File: src/rtl/sgc_pkg.sv
package sgc_pkg;

    typedef enum logic [1:0] {
        SLOT_LINKED = 2'd0,
        SLOT_FAULTY = 2'd1,
        SLOT_PROBED = 2'd2
    } slot_state_e;

    typedef enum logic {
        SEQ_IDLE  = 1'b0,
        SEQ_PROBE = 1'b1
    } seq_state_e;

    typedef struct packed {
        logic busy;
        logic found;
        logic miss;
    } search_flags_t;

    function automatic slot_state_e encode_slot(input logic faulty, input logic probed);
        if (faulty)      return SLOT_FAULTY;
        else if (probed) return SLOT_PROBED;
        else             return SLOT_LINKED;
    endfunction

endpackage

File: src/rtl/sgc_slot_bank.sv
module sgc_slot_bank #(
    parameter int N = 4
) (
    input  logic         clk,
    input  logic         rst,
    input  logic [N-1:0] fault_req_i,
    input  logic [N-1:0] hit_i,
    input  logic [N-1:0] rejoin_req_i,
    output logic [N-1:0] faulty_o
);
    logic [N-1:0] faulty_q;
    logic [N-1:0] set_v;
    logic [N-1:0] clr_v;

    assign set_v = fault_req_i | hit_i;
    assign clr_v = rejoin_req_i & ~set_v;

    always_ff @(posedge clk) begin
        if (rst) faulty_q <= '0;
        else     faulty_q <= (faulty_q | set_v) & ~clr_v;
    end

    assign faulty_o = faulty_q;

    for (genvar i = 0; i < N; i++) begin : g_chk

        a_r2_fault_latch: assert property (@(posedge clk) disable iff (rst)
            fault_req_i[i] |=> faulty_q[i]);

        a_r9_rejoin_clears: assert property (@(posedge clk) disable iff (rst)
            (rejoin_req_i[i] && !fault_req_i[i] && !hit_i[i]) |=> !faulty_q[i]);
    end
endmodule

File: src/rtl/sgc_search_seq.sv
module sgc_search_seq
    import sgc_pkg::*;
#(
    parameter int N  = 4,
    parameter int SW = 8,
    localparam int IW = $clog2(N)
) (
    input  logic          clk,
    input  logic          rst,
    input  logic          go_i,
    input  logic [SW-1:0] settle_i,
    input  logic          bus_ok_i,
    input  logic [N-1:0]  faulty_i,
    input  logic [N-1:0]  rejoin_i,
    output logic [N-1:0]  trial_o,
    output logic [N-1:0]  hit_o,
    output search_flags_t flags_o,
    output logic [IW-1:0] found_idx_o
);
    seq_state_e    st_q;
    logic [IW-1:0] idx_q;
    logic [SW-1:0] cnt_q;
    logic          found_q;
    logic          miss_q;
    logic [IW-1:0] fidx_q;

    // returns {valid, index} of the lowest non-faulty slot at or above 'from'
    function automatic logic [IW:0] pick_next(input logic [N-1:0] bad, input logic [IW:0] from);
        logic [IW:0] r;
        r = '0;
        for (int j = N - 1; j >= 0; j--) begin
            if (j >= int'(from) && !bad[j]) r = {1'b1, IW'(j)};
        end
        return r;
    endfunction

    logic [IW:0] first_c;
    logic [IW:0] next_c;
    logic        at_end;
    logic        hit;

    assign first_c = pick_next(faulty_i, '0);
    assign next_c  = pick_next(faulty_i, {1'b0, idx_q} + 1'b1);
    assign at_end  = (st_q == SEQ_PROBE) && (cnt_q == '0);
    assign hit     = at_end && bus_ok_i;

    always_ff @(posedge clk) begin
        if (rst) begin
            st_q    <= SEQ_IDLE;
            idx_q   <= '0;
            cnt_q   <= '0;
            found_q <= 1'b0;
            miss_q  <= 1'b0;
            fidx_q  <= '0;
        end else begin
            case (st_q)
                SEQ_IDLE: begin
                    if (found_q && rejoin_i[fidx_q]) found_q <= 1'b0;
                    if (go_i) begin
                        found_q <= 1'b0;
                        miss_q  <= 1'b0;
                        if (first_c[IW]) begin
                            st_q  <= SEQ_PROBE;
                            idx_q <= first_c[IW-1:0];
                            cnt_q <= settle_i;
                        end else begin
                            miss_q <= 1'b1;
                        end
                    end
                end
                SEQ_PROBE: begin
                    if (cnt_q != '0) begin
                        cnt_q <= cnt_q - 1'b1;
                    end else if (bus_ok_i) begin
                        found_q <= 1'b1;
                        fidx_q  <= idx_q;
                        st_q    <= SEQ_IDLE;
                    end else if (next_c[IW]) begin
                        idx_q <= next_c[IW-1:0];
                        cnt_q <= settle_i;
                    end else begin
                        miss_q <= 1'b1;
                        st_q   <= SEQ_IDLE;
                    end
                end
                default: st_q <= SEQ_IDLE;
            endcase
        end
    end

    logic [N-1:0] sel_oh;
    assign sel_oh      = N'(1) << idx_q;
    assign trial_o     = (st_q == SEQ_PROBE) ? sel_oh : '0;
    assign hit_o       = hit ? sel_oh : '0;
    assign flags_o     = '{busy: (st_q == SEQ_PROBE), found: found_q, miss: miss_q};
    assign found_idx_o = fidx_q;


    a_r6_trial_held: assert property (@(posedge clk) disable iff (rst)
        ((st_q == SEQ_PROBE) && cnt_q != '0) |=> $stable(trial_o));

    a_r11_go_ignored: assert property (@(posedge clk) disable iff (rst)
        ((st_q == SEQ_PROBE) && go_i && cnt_q != '0) |=> ((st_q == SEQ_PROBE) && $stable(idx_q)));

    a_r7_found_report: assert property (@(posedge clk) disable iff (rst)
        hit |=> (found_q && fidx_q == $past(idx_q) && st_q == SEQ_IDLE));

    a_r8_miss_report: assert property (@(posedge clk) disable iff (rst)
        (at_end && !bus_ok_i && !next_c[IW]) |=> (miss_q && !found_q && st_q == SEQ_IDLE));
endmodule

File: src/rtl/sgc_switch_map.sv
module sgc_switch_map
    import sgc_pkg::*;
#(
    parameter int N = 4,
    parameter int G = 3
) (
    input  logic           clk,
    input  logic           rst,
    input  logic [N-1:0]   faulty_i,
    input  logic [N-1:0]   trial_i,
    input  logic [N*G-1:0] grp_cut_i,
    input  logic           chain_in_i,
    input  logic [N-1:0]   mod_chain_out_i,
    input  logic [N-1:0]   mod_side_in_i,
    input  logic [N-1:0]   side_drv_req_i,
    input  logic [N-1:0]   side_drv_val_i,
    output logic [N-1:0]   pwr_en_o,
    output logic [N*G-1:0] grp_en_o,
    output logic [2*N-1:0] status_o,
    output logic [N-1:0]   chain_to_mod_o,
    output logic           chain_tail_o,
    output logic [N-1:0]   side_sample_o,
    output logic [N-1:0]   side_drv_en_o,
    output logic [N-1:0]   side_drv_o
);
    logic [N-1:0] iso;
    logic [N:0]   link;

    for (genvar i = 0; i < N; i++) begin : g_slot
        slot_state_e st;
        assign st       = encode_slot(faulty_i[i], trial_i[i]);
        assign iso[i]   = (st != SLOT_LINKED);
        assign status_o[2*i +: 2] = st;
        assign pwr_en_o[i]        = !iso[i];
        assign side_sample_o[i]   = iso[i] & mod_side_in_i[i];
        assign side_drv_en_o[i]   = iso[i] & side_drv_req_i[i];
        assign side_drv_o[i]      = iso[i] & side_drv_req_i[i] & side_drv_val_i[i];

        for (genvar g = 0; g < G; g++) begin : g_grp
            assign grp_en_o[i*G+g] = !iso[i] && !grp_cut_i[i*G+g];
        end


        a_r2_all_cut: assert property (@(posedge clk) disable iff (rst)
            (status_o[2*i +: 2] != 2'd0) |-> (!pwr_en_o[i] && grp_en_o[i*G +: G] == '0));

        a_r4_bridge: assert property (@(posedge clk) disable iff (rst)
            (status_o[2*i +: 2] != 2'd0) |-> (link[i+1] == chain_to_mod_o[i]));

        a_r5_side_iso: assert property (@(posedge clk) disable iff (rst)
            (side_drv_en_o[i] || side_sample_o[i]) |-> (status_o[2*i +: 2] != 2'd0));
    end

    always_comb begin
        link[0] = chain_in_i;
        for (int i = 0; i < N; i++) begin
            link[i+1] = iso[i] ? link[i] : mod_chain_out_i[i];
        end
    end

    assign chain_to_mod_o = link[N-1:0];
    assign chain_tail_o   = link[N];
endmodule

File: src/rtl/slot_guard_ctrl.sv
module slot_guard_ctrl
    import sgc_pkg::*;
#(
    parameter int N  = 4,
    parameter int G  = 3,
    parameter int SW = 8,
    localparam int IW = $clog2(N)
) (
    input  logic           clk,
    input  logic           rst,
    input  logic [N-1:0]   fault_req_i,
    input  logic [N-1:0]   rejoin_req_i,
    input  logic [N*G-1:0] grp_cut_i,
    input  logic           search_go_i,
    input  logic [SW-1:0]  settle_cycles_i,
    input  logic           bus_ok_i,
    input  logic           chain_in_i,
    input  logic [N-1:0]   mod_chain_out_i,
    input  logic [N-1:0]   mod_side_in_i,
    input  logic [N-1:0]   side_drv_req_i,
    input  logic [N-1:0]   side_drv_val_i,
    output logic [N-1:0]   pwr_en_o,
    output logic [N*G-1:0] grp_en_o,
    output logic [2*N-1:0] slot_status_o,
    output logic [N-1:0]   chain_to_mod_o,
    output logic           chain_tail_o,
    output logic [N-1:0]   side_sample_o,
    output logic [N-1:0]   side_drv_en_o,
    output logic [N-1:0]   side_drv_o,
    output logic           search_busy_o,
    output logic           found_o,
    output logic [IW-1:0]  found_idx_o,
    output logic           miss_o
);
    logic [N-1:0]  faulty;
    logic [N-1:0]  trial;
    logic [N-1:0]  hit;
    search_flags_t flags;

    sgc_slot_bank #(.N(N)) u_bank (
        .clk          (clk),
        .rst          (rst),
        .fault_req_i  (fault_req_i),
        .hit_i        (hit),
        .rejoin_req_i (rejoin_req_i),
        .faulty_o     (faulty)
    );

    sgc_search_seq #(.N(N), .SW(SW)) u_seq (
        .clk         (clk),
        .rst         (rst),
        .go_i        (search_go_i),
        .settle_i    (settle_cycles_i),
        .bus_ok_i    (bus_ok_i),
        .faulty_i    (faulty),
        .rejoin_i    (rejoin_req_i),
        .trial_o     (trial),
        .hit_o       (hit),
        .flags_o     (flags),
        .found_idx_o (found_idx_o)
    );

    sgc_switch_map #(.N(N), .G(G)) u_map (
        .clk             (clk),
        .rst             (rst),
        .faulty_i        (faulty),
        .trial_i         (trial),
        .grp_cut_i       (grp_cut_i),
        .chain_in_i      (chain_in_i),
        .mod_chain_out_i (mod_chain_out_i),
        .mod_side_in_i   (mod_side_in_i),
        .side_drv_req_i  (side_drv_req_i),
        .side_drv_val_i  (side_drv_val_i),
        .pwr_en_o        (pwr_en_o),
        .grp_en_o        (grp_en_o),
        .status_o        (slot_status_o),
        .chain_to_mod_o  (chain_to_mod_o),
        .chain_tail_o    (chain_tail_o),
        .side_sample_o   (side_sample_o),
        .side_drv_en_o   (side_drv_en_o),
        .side_drv_o      (side_drv_o)
    );

    assign search_busy_o = flags.busy;
    assign found_o       = flags.found;
    assign miss_o        = flags.miss;

    for (genvar i = 0; i < N; i++) begin : g_static

        a_r10_static_switch: assert property (@(posedge clk) disable iff (rst)
            $rose(pwr_en_o[i]) |-> ($past(rejoin_req_i[i]) || $past(search_busy_o)));
    end
endmodule

File: config.mk
export PLATFORM = sky130hd
export DESIGN_NAME = slot_guard_ctrl
export DESIGN_NICKNAME = d
export VERILOG_FILES = /design/src/rtl/sgc_pkg.sv /design/src/rtl/sgc_slot_bank.sv /design/src/rtl/sgc_search_seq.sv /design/src/rtl/sgc_switch_map.sv /design/src/rtl/slot_guard_ctrl.sv
export SDC_FILE = /design/constraint.sdc
export NUM_CORES = 1
export LEC_CHECK = 0
export BUFFER_PORTS_ARGS = -buffer_cell sky130_fd_sc_hd__clkbuf_2
export CAP_MARGIN = 20
export CORE_UTILIZATION = 40
export CTS_BUF_LIST = sky130_fd_sc_hd__clkbuf_16
export DETAILED_ROUTE_END_ITERATION = 8
export MAX_ROUTING_LAYER = met4
export PLACE_DENSITY = 0.75
export SYNTH_ARGS = -nofsm -noshare
export SYNTH_HDL_FRONTEND = slang
export SYNTH_HIERARCHICAL = 1
export SYNTH_SLANG_ARGS = --single-unit
File: constraint.sdc
create_clock -name clk -period 3.5 [get_ports clk]
set_input_delay 0.7 -clock clk [delete_from_list [all_inputs] [get_ports clk]]
set_output_delay 0.7 -clock clk [all_outputs]
set_load 0.01 [all_outputs]
# Yosys cells after proc, flatten, opt, wreduce, memory -nomap -nowiden
# Cells that the tools add are included.
# word_totals
regBits,19
in_bits,49
output_inout_bits,46
word_cells,148
# classes
add_sub_neg,2
n_lt_le_gt_ge,5
n_eq_ne,10
n_shift,1
mux,53
n_bitwise,20
reduce_logical,50
# ops
op,count
8-bit 2-to-1 mux,5
2-bit 2-to-1 mux,13
3-bit 2-to-1 mux,8
1-bit zero test,20
1-bit logical AND,19
1-bit 2-to-1 mux,19
8-bit one-hot mux with 2 select lines,1
1-bit bitwise AND,12
"2-bit inequality test, second input constant",6
4-bit bitwise AND,2
8-bit zero test,1
4-bit 2-to-1 mux,2
4-bit NOT,2
4-bit OR,2
4-bit AND reduction,2
2-bit nonzero test,4
8-bit nonzero test,1
"8-bit by 1-bit subtractor with 8-bit output, second input constant",1
"1-bit by 3-bit greater-or-equal comparator with 1-bit output, first input constant",2
"2-bit by 3-bit greater-or-equal comparator with 1-bit output, first input constant",2
"3-bit inequality test, second input constant",2
1-bit one-hot mux with 2 select lines,3
3-bit AND reduction,2
5-bit AND reduction,1
other kinds (8),9

# Depth between registers and ports, before layout
# Gate-level depths: netlist (run 1).
# depth
ltp_word,11
mapped_depth,9
depth_no_buf,7

# By module
# The synthesis (run 1) kept the hierarchy.
# modules_own_cells
mod,instances,cells_per_inst,area_per_inst_um2
sgc_search_seq,1,149,1097.3
sgc_switch_map,1,52,312.8
sgc_slot_bank,1,16,140.1

# Worst setup path before layout (run 1)
# OpenSTA, ideal clock, no wires.
# synth_path
path_kind,register -> output
from,reg u_seq.st_q
to,out chain_tail_o
arrival_time_ns,1.998
setup_slack_ns,0.802
path_stages_with_launch,7
cell_sequence,dfxtp_1 > buf_2 > clkbuf_1 > nor3b_1 > o21ai_0 > a31oi_4 > o221a_2
# synth_via
elab_chain_len,8
elab_cells_between_ends,17
classes_between,13 x mux; 4 x reduce/logical
# synth_lines
item,line,text
from (decl),sgc_search_seq.sv:20,seq_state_e st_q;
from (signal assigned),sgc_search_seq.sv:49,st_q <= SEQ_IDLE;
from (signal assigned),sgc_search_seq.sv:63,st_q <= SEQ_PROBE;
from (signal assigned),sgc_search_seq.sv:77,st_q <= SEQ_IDLE;
4-bit 2-to-1 mux,sgc_search_seq.sv:93,assign trial_o = (st_q == SEQ_PROBE) ? sel_oh : '0;
named net trial[0],slot_guard_ctrl.sv:36,logic [N-1:0] trial;
2-bit 2-to-1 mux,sgc_pkg.sv:22,else if (probed) return SLOT_PROBED;
2-bit 2-to-1 mux,sgc_pkg.sv:21,if (faulty) return SLOT_FAULTY;
2-bit nonzero test,sgc_switch_map.sv:32,assign iso[i] = (st != SLOT_LINKED);
1-bit 2-to-1 mux (2 in a row),sgc_switch_map.sv:57,link[i+1] = iso[i] ? link[i] : mod_chain_out_i[i];
named net chain_to_mod_o[2],slot_guard_ctrl.sv:25,"output logic [N-1:0] chain_to_mod_o,"
1-bit 2-to-1 mux (2 in a row),sgc_switch_map.sv:57,
to (decl),slot_guard_ctrl.sv:26,"output logic chain_tail_o,"
# The timed path passes the listed nets, and every way through them passes these cells.

# Final worst setup path (run 1)
# layout_path
from,reg u_seq.idx_q[1]
to,out chain_tail_o
# layout_via
elab_chain_len,9
elab_cells_between_ends,18
classes_between,1 x shift; 13 x mux; 4 x reduce/logical
# layout_lines
item,line,text
from (decl),sgc_search_seq.sv:21,logic [IW-1:0] idx_q;
from (signal assigned),sgc_search_seq.sv:64,idx_q <= first_c[IW-1:0];
from (signal assigned),sgc_search_seq.sv:79,idx_q <= next_c[IW-1:0];
1-bit by 2-bit << shifter with 4-bit output,sgc_search_seq.sv:92,assign sel_oh = N'(1) << idx_q;
4-bit 2-to-1 mux,sgc_search_seq.sv:93,
named net trial[0],slot_guard_ctrl.sv:36,
2-bit 2-to-1 mux,sgc_pkg.sv:22,
2-bit 2-to-1 mux,sgc_pkg.sv:21,
2-bit nonzero test,sgc_switch_map.sv:32,
1-bit 2-to-1 mux (4 in a row),sgc_switch_map.sv:57,
# The timed path passes the listed nets, and every way through them passes these cells.

==> metrics.md, run 1 <==
| Metric | Value |
|---|---|
| Top area cells in the synthesized netlist | `dfxtp_1, nor2_1, a21oi_1` |
| DR vias | `1,795` |
| Most frequent cells in the layout | `clkbuf_2, nor2_1, a21oi_1, dfxtp_1` |
| Global-route wire length before repair | `6780 um` |
| Min-Delay Path Class | `flip-flop to flip-flop` |
| Fmax | `330 MHz` |
| Hold EP | `u_seq/cnt_q[6]$_SDFFE_PP0P_` |
| Total wire length | `4090 um` |
| Row count | `22` |
| Setup TNS | `0 ns` |
| Dpl hpwl | `3140 um` |
| Synth Warn # | `6` |
| PortBufs | `94` |
| Slew Limit Fails | `0` |
| Pleak | `1.00 nW` |
| Sequential element share of the synthesized area | `24.5%` |
| Antenna violations before repair | `0` |
| Die area | `4130 um2` |
| Post-synthesis instance total | `217` |
| Initial drt markers | `44` |
| Hold_buf cts | `0` |
| Final worst-path cycle share | `86.6%` |
| Clock Skews | `0.00185 ns` |
| Post-Syn Area | `1550 um2` |
| Setup-failing EPs final | `0` |
| Post-synthesis net count | `267` |
| Period minus WS final | `3.03 ns` |
| R2r startpoint | `u_seq/cnt_q[0]$_SDFFE_PP0P_` |
| Final Instance Area | `2050 um2` |
| Largest net degree at the start of global routing | `26` |
| Wirelength per Cell | `11.9 um` |
| Antenna cells | `0` |
| Synth area leader | `dfxtp_1` |
| Psw | `0.294 mW` |
| GRT overflow | `0` |
| Comb pwr share | `38.8%` |
| IO Pins | `95` |
| Cells after DPL | `339` |
| Initial Util | `42.0%` |
| Top-area cell type share of the netlist area | `24.5%` |
| Share of cells above drive strength 1 | `38.0%` |
| Area after DPL | `1970 um2` |
| Internal power | `0.538 mW` |
| TritonRoute pass-1 iters | `5` |
| Horiz. Die Dim | `64.3 um` |
| Status | `finished clean` |
| Fin cells | `343` |
| Final hold slack | `0.506 ns` |
| Min-delay src | `u_seq/cnt_q[6]$_SDFFE_PP0P_` |
| Clock buffer count from CTS | `3` |
| Clock slew at reported path FFs | `0.05 ns` |
| CTS root buf | `clkbuf_16` |
| RR Endpoint | `u_seq/cnt_q[5]$_SDFFE_PP0P_` |
| RSZ-0062 raised after global routing | `no` |
| Sw frac | `35.3%` |
| CTS max path bufs | `2` |
| Vias in the first global route | `1,521` |
| DIE HEIGHT | `64.3 um` |
| Post-synth EDFFs | `0` |
| Final Hold Violating Endpoints | `0` |
| Final net count | `346` |
| Clock Power Share | `27.7%` |
| Routed Antenna Nets | `0` |
| Drt drc | `0` |
| Least-Margin Pin Slew | `0.874 ns` |
| Fraction of registers with async set/reset | `0%` |
| CP endpoint kind | `primary output` |
| Final worst slack | `0.468 ns` |
| Seq cells post-synth | `19` |
| Max-Cap Viols | `0` |
| Commonest non-fill, non-tap cell in the layout | `clkbuf_2` |
| Clk_lat worst skew | `0.25 ns` |
| Crit Path Category | `flip-flop to primary output` |
| Overall routing resource usage | `20.9%` |
| Pwr Density | `405 nW/um2` |
| Area Overhead vs Synth | `32.4%` |
| Critical path startpoint category | `flip-flop` |
| CTS Sinks | `19` |
| Via density | `5.23` |
| Reg-to-reg slack, setup | `1.08 ns` |
| Critical Path RT | `2.80 ns` |
| CTS tree | `done` |
| Synth Flop Type | `dfxtp_1` |
| Worst slack, placed | `0.756 ns` |
| Postcts setup bufs | `0` |
| Synth Area per Inst | `7.14 um2` |
| Core ar. | `3690 um2` |
| # H-tree levels | `1` |
| Rel. slew slack | `41.7%` |
| Yosys cell types | `47` |
| Crit-path max FO | `17` |
| Sequential power share | `33.4%` |
| Worst path arrival time | `2.33 ns` |
| R2R depth | `7` |
| VDD IR max | `0.000253 V` |
| Hold Path Depth | `2` |
| Final GP Congestion | `0.800` |
| PostCTS Resize Cnt | `0` |
per-layer routing:
metal	vias up	track usage, %	wire (um)
li1	915	-	-
met1	807	26.9	1870
met2	69	34.1	1940
met3	4	3.21	255
met4	0	5.00	35
met5	-	-	0
sequential cells by signal, summed over array words and instances (netlist names):
register,cells
u_bank/faulty_o,4
u_seq/cnt_q,8
u_seq/found_idx_o,2
u_seq/found_q,1
u_seq/idx_q,2
u_seq/miss_q,1
u_seq/st_q,1
cell usage after synthesis (all sizes together), types with 2 or more instances:
master  count
and2        7
nand2      12
and3        5
inv         7
buf        14
mux2i       3
or4b        2
clkbuf      8
nor3       12
a211oi      9
dfxtp      19
nor2       34
mux2        2
nor2b      10
o21ai      12
nor3b       3
a21oi      19
or3b        3
or3         3
nand2b      6
a21o        3
or2         4
nand4       3
cell families after synthesis:
| logic type | count (synthesis) | share of synthesized area, % |
|---|---|---|
| flops | 19 | 24.5 |
| fa+ha+maj | 1 | 0.807 |
| buf+inv | 29 | 9.60 |
| mux | 6 | 4.84 |
| simple gates | 109 | 37.3 |
| compound gates | 53 | 22.9 |
worst max-delay path, stage by stage (launching register included):
cell	delay [ns]
dfxtp_1	0.44
nor3b_1	0.69
o21ai_0	0.34
a31oi_4	0.27
o221a_2	0.21
clkbuf_2	0.12
through the flow:
step	utilization, %	power [mW]
final	55.6	0.831
after detailed placement	53.5	0.604
after floorplan	-	0.511
after global routing	55.6	0.896
after CTS	55.6	0.836
after global placement	53.5	0.599
area by class of cell:
type,instances,area (um2)
Multi-Input combinational cell,169,1020
Clock inverter,1,3.75
Sequential cell,19,380
Fill cell,351,1640
Timing Repair Buffer,96,485
Inverter,7,26.3
Tap cell,48,60.1
Clock buffer,3,75.1
worst max path at each step:
stage / start / end / slack (ns) / cells past startpoint
after detailed placement: u_seq/idx_q[1]$_SDFFE_PP0P_ / chain_tail_o / 0.76 / 5
final: u_seq/idx_q[1]$_SDFFE_PP0P_ / chain_tail_o / 0.47 / 5
after floorplan: u_seq/st_q$_SDFF_PP0_ / chain_tail_o / 0.80 / 6
after CTS: u_seq/idx_q[1]$_SDFFE_PP0P_ / chain_tail_o / 0.47 / 5
after global routing: u_seq/idx_q[1]$_SDFFE_PP0P_ / chain_tail_o / 0.28 / 5
after global placement: u_seq/idx_q[1]$_SDFFE_PP0P_ / chain_tail_o / 0.88 / 5
power by group through the flow:
stage | registers (mW) | clock network [mW] | logic (mW)
3_5_place_dp | 0.282 | 0 | 0.322
3_3_place_gp | 0.280 | 0 | 0.319
6_report | 0.278 | 0.231 | 0.323
5_1_grt | 0.284 | 0.248 | 0.365
4_1_cts | 0.277 | 0.236 | 0.323
2_1_floorplan | 0.266 | 0 | 0.245
No activity file was read; power rests on OpenSTA's default activity.
==> run 2: changes to the inputs <==
--- a/config.mk
+++ b/config.mk
@@ -7,11 +7,13 @@
 export LEC_CHECK = 0
 export BUFFER_PORTS_ARGS = -buffer_cell sky130_fd_sc_hd__clkbuf_2
 export CAP_MARGIN = 20
-export CORE_UTILIZATION = 40
+export CELL_PAD_IN_SITES_DETAIL_PLACEMENT = 0
+export CELL_PAD_IN_SITES_GLOBAL_PLACEMENT = 1
+export CORE_UTILIZATION = 31
 export CTS_BUF_LIST = sky130_fd_sc_hd__clkbuf_16
 export DETAILED_ROUTE_END_ITERATION = 8
 export MAX_ROUTING_LAYER = met4
-export PLACE_DENSITY = 0.75
+export PLACE_DENSITY_LB_ADDON = 0.1
 export SYNTH_ARGS = -nofsm -noshare
 export SYNTH_HDL_FRONTEND = slang
 export SYNTH_HIERARCHICAL = 1
==> run 2 against run 1 <==
- clock-buffer cell count unchanged
- worst setup slack gained 0.069 ns
- flip-flop and latch count unchanged
- non-clock buffer count did not move
- worst hold slack improved by 0.0060 ns
- die area up 28%
- critical endpoint unchanged
==> metrics.md, run 2 (synthesis results as in run 1) <==
| Metric | Value |
|---|---|
| Clk_lat worst skew | `0.25 ns (about the same)` |
| VDD IR max | `0.000293 V (+16%)` |
| Fmax | `338 MHz (+2.3%)` |
| GRT overflow | `0 (unchanged)` |
| Top reg by flops | `u_seq/cnt_q` |
| Via density | `4.86 (-7.1%)` |
| CTS root buf | `clkbuf_16` |
| Rel. slew slack | `39.2% (-2.5 points)` |
| Core ar. | `4750 um2 (+29%)` |
| Area Overhead vs Synth | `33.9%` |
| Commonest non-fill, non-tap cell in the layout | `clkbuf_2` |
| TritonRoute pass-1 iters | `4 (-1)` |
| Least-Margin Pin Slew | `0.912 ns (+0.0373 ns)` |
| DR vias | `1,759 (-2.0%)` |
| Status | `finished clean` |
| Crit Path Category | `flip-flop to primary output` |
| Global-route wire length before repair | `7300 um (+7.6%)` |
| Final Instance Area | `2080 um2 (+1.2%)` |
| Setup crit start | `u_seq/idx_q[1]$_SDFFE_PP0P_` |
| CTS tree | `done` |
| Final worst-path cycle share | `84.7% (-2.0 points)` |
| R2r startpoint | `u_seq/cnt_q[0]$_SDFFE_PP0P_` |
| Setup TNS | `0 ns (unchanged)` |
| Max-Cap Viols | `0 (unchanged)` |
| RSZ-0062 raised after global routing | `no` |
| Clock slew at reported path FFs | `0.05 ns (about the same)` |
| Setup-failing EPs final | `0 (unchanged)` |
| CTS Sinks | `19 (unchanged)` |
| Pwr Density | `405 nW/um2 (about the same)` |
| Pleak | `1.00 nW (unchanged)` |
| Clock Skews | `0.00182 ns (-0.0000352 ns)` |
| Drt drc | `0 (unchanged)` |
| Crit-path max FO | `17 (unchanged)` |
| Routed Antenna Nets | `0 (unchanged)` |
| Worst path arrival time | `2.26 ns (-0.07 ns)` |
| Min-Delay Path Class | `flip-flop to flip-flop` |
| Initial Util | `32.6% (-9.4 points)` |
| Share of cells above drive strength 1 | `38.0% (unchanged)` |
| Final GP Congestion | `0.766 (-4.3%)` |
| CTS max path bufs | `2 (unchanged)` |
| Final Hold Violating Endpoints | `0 (unchanged)` |
| Row count | `25 (+14%)` |
| # H-tree levels | `1 (unchanged)` |
| PostCTS Resize Cnt | `0 (unchanged)` |
| Wirelength per Cell | `12.4 um (+4.2%)` |
| CP endpoint kind | `primary output` |
| Slew Limit Fails | `0 (unchanged)` |
| Postcts setup bufs | `0 (unchanged)` |
| Overall routing resource usage | `18.1% (-2.8 points)` |
| Critical path startpoint category | `flip-flop` |
| Vias in the first global route | `1,589 (+4.5%)` |
| Total wire length | `4500 um (+10%)` |
| Final hold slack | `0.512 ns (+0.00605 ns)` |
| Area after DPL | `2000 um2 (+1.2%)` |
| Min-delay src | `u_seq/found_q$_SDFFE_PP0P_` |
| Period minus WS final | `2.96 ns (-0.0694 ns)` |
| Max reg flops | `8 (unchanged)` |
| Horiz. Die Dim | `72.7 um (+13%)` |
| Clock buffer count from CTS | `3 (unchanged)` |
| IO Pins | `95 (unchanged)` |
| Fillers | `520 (+48%)` |
| Overall Power | `0.841 mW (+1.2%)` |
| Largest net degree at the start of global routing | `21 (-19%)` |
| Most frequent cells in the layout | `clkbuf_2, nor2_1, a21oi_1, dfxtp_1` |
| Initial drt markers | `58 (+32%)` |
| Dpl hpwl | `3450 um (+10%)` |
| Antenna violations before repair | `0 (unchanged)` |
| Hold_buf cts | `0 (unchanged)` |
| Die area | `5290 um2 (+28%)` |
| Antenna cells | `0 (unchanged)` |
| Critical Path RT | `2.80 ns (about the same)` |
| PortBufs | `94 (unchanged)` |
| DIE HEIGHT | `72.7 um (+13%)` |
| Final net count | `346 (unchanged)` |
## run 2: layout make-up
| class | instances | area (um2) | area share, % |
|---|---|---|---|
| multi-input cells | 169 | 1020 | 49.2 |
| repair buffers | 96 | 485 | 23.4 |
| flip-flops and latches | 19 | 380 | 18.3 |
| well taps | 67 | 83.8 | 4.04 |
| clock buffers | 3 | 75.1 | 3.62 |
| inverters | 7 | 26.3 | 1.27 |
| clock inverters | 1 | 3.75 | 0.181 |
## run 2: critical path, stage by stage (launching register included)
cell and delay (ns):
dfxtp_1 0.47, nor3b_1 0.64, o21ai_0 0.32, a31oi_4 0.26
o221a_2 0.21, clkbuf_2 0.12
## run 2: final timing paths
path                                 end  slack, ns  cells after the start
max                         chain_tail_o       0.54                      5
max reg2reg  u_seq/cnt_q[2]$_SDFFE_PP0P_       1.03                      7
min           u_seq/found_q$_SDFFE_PP0P_       0.51                      2
min reg2reg   u_seq/found_q$_SDFFE_PP0P_       0.51                      2
## run 2: report_power, final
| part | total [mW] | switching [mW] | internal (mW) |
|---|---|---|---|
| clock network | 0.238 | 0.0853 | 0.152 |
| registers | 0.281 | 0.0400 | 0.241 |
| logic | 0.323 | 0.177 | 0.146 |
## run 2: stage by stage
step	setup WS, ns	utilization [%]	cells
floorplan	0.802	-	217
detailed placement	0.783	42.0	358
CTS	0.510	43.7	362
global placement	0.861	42.0	358
finish	0.537	43.7	362
global route	0.350	43.7	362
## run 2: per-layer routing
metal	track usage (%)	wire [um]	vias up
li1	-	-	918
met1	19.9	2010	784
met2	32.9	2220	53
met3	3.59	218	4
met4	5.23	50	0
met5	-	0	-
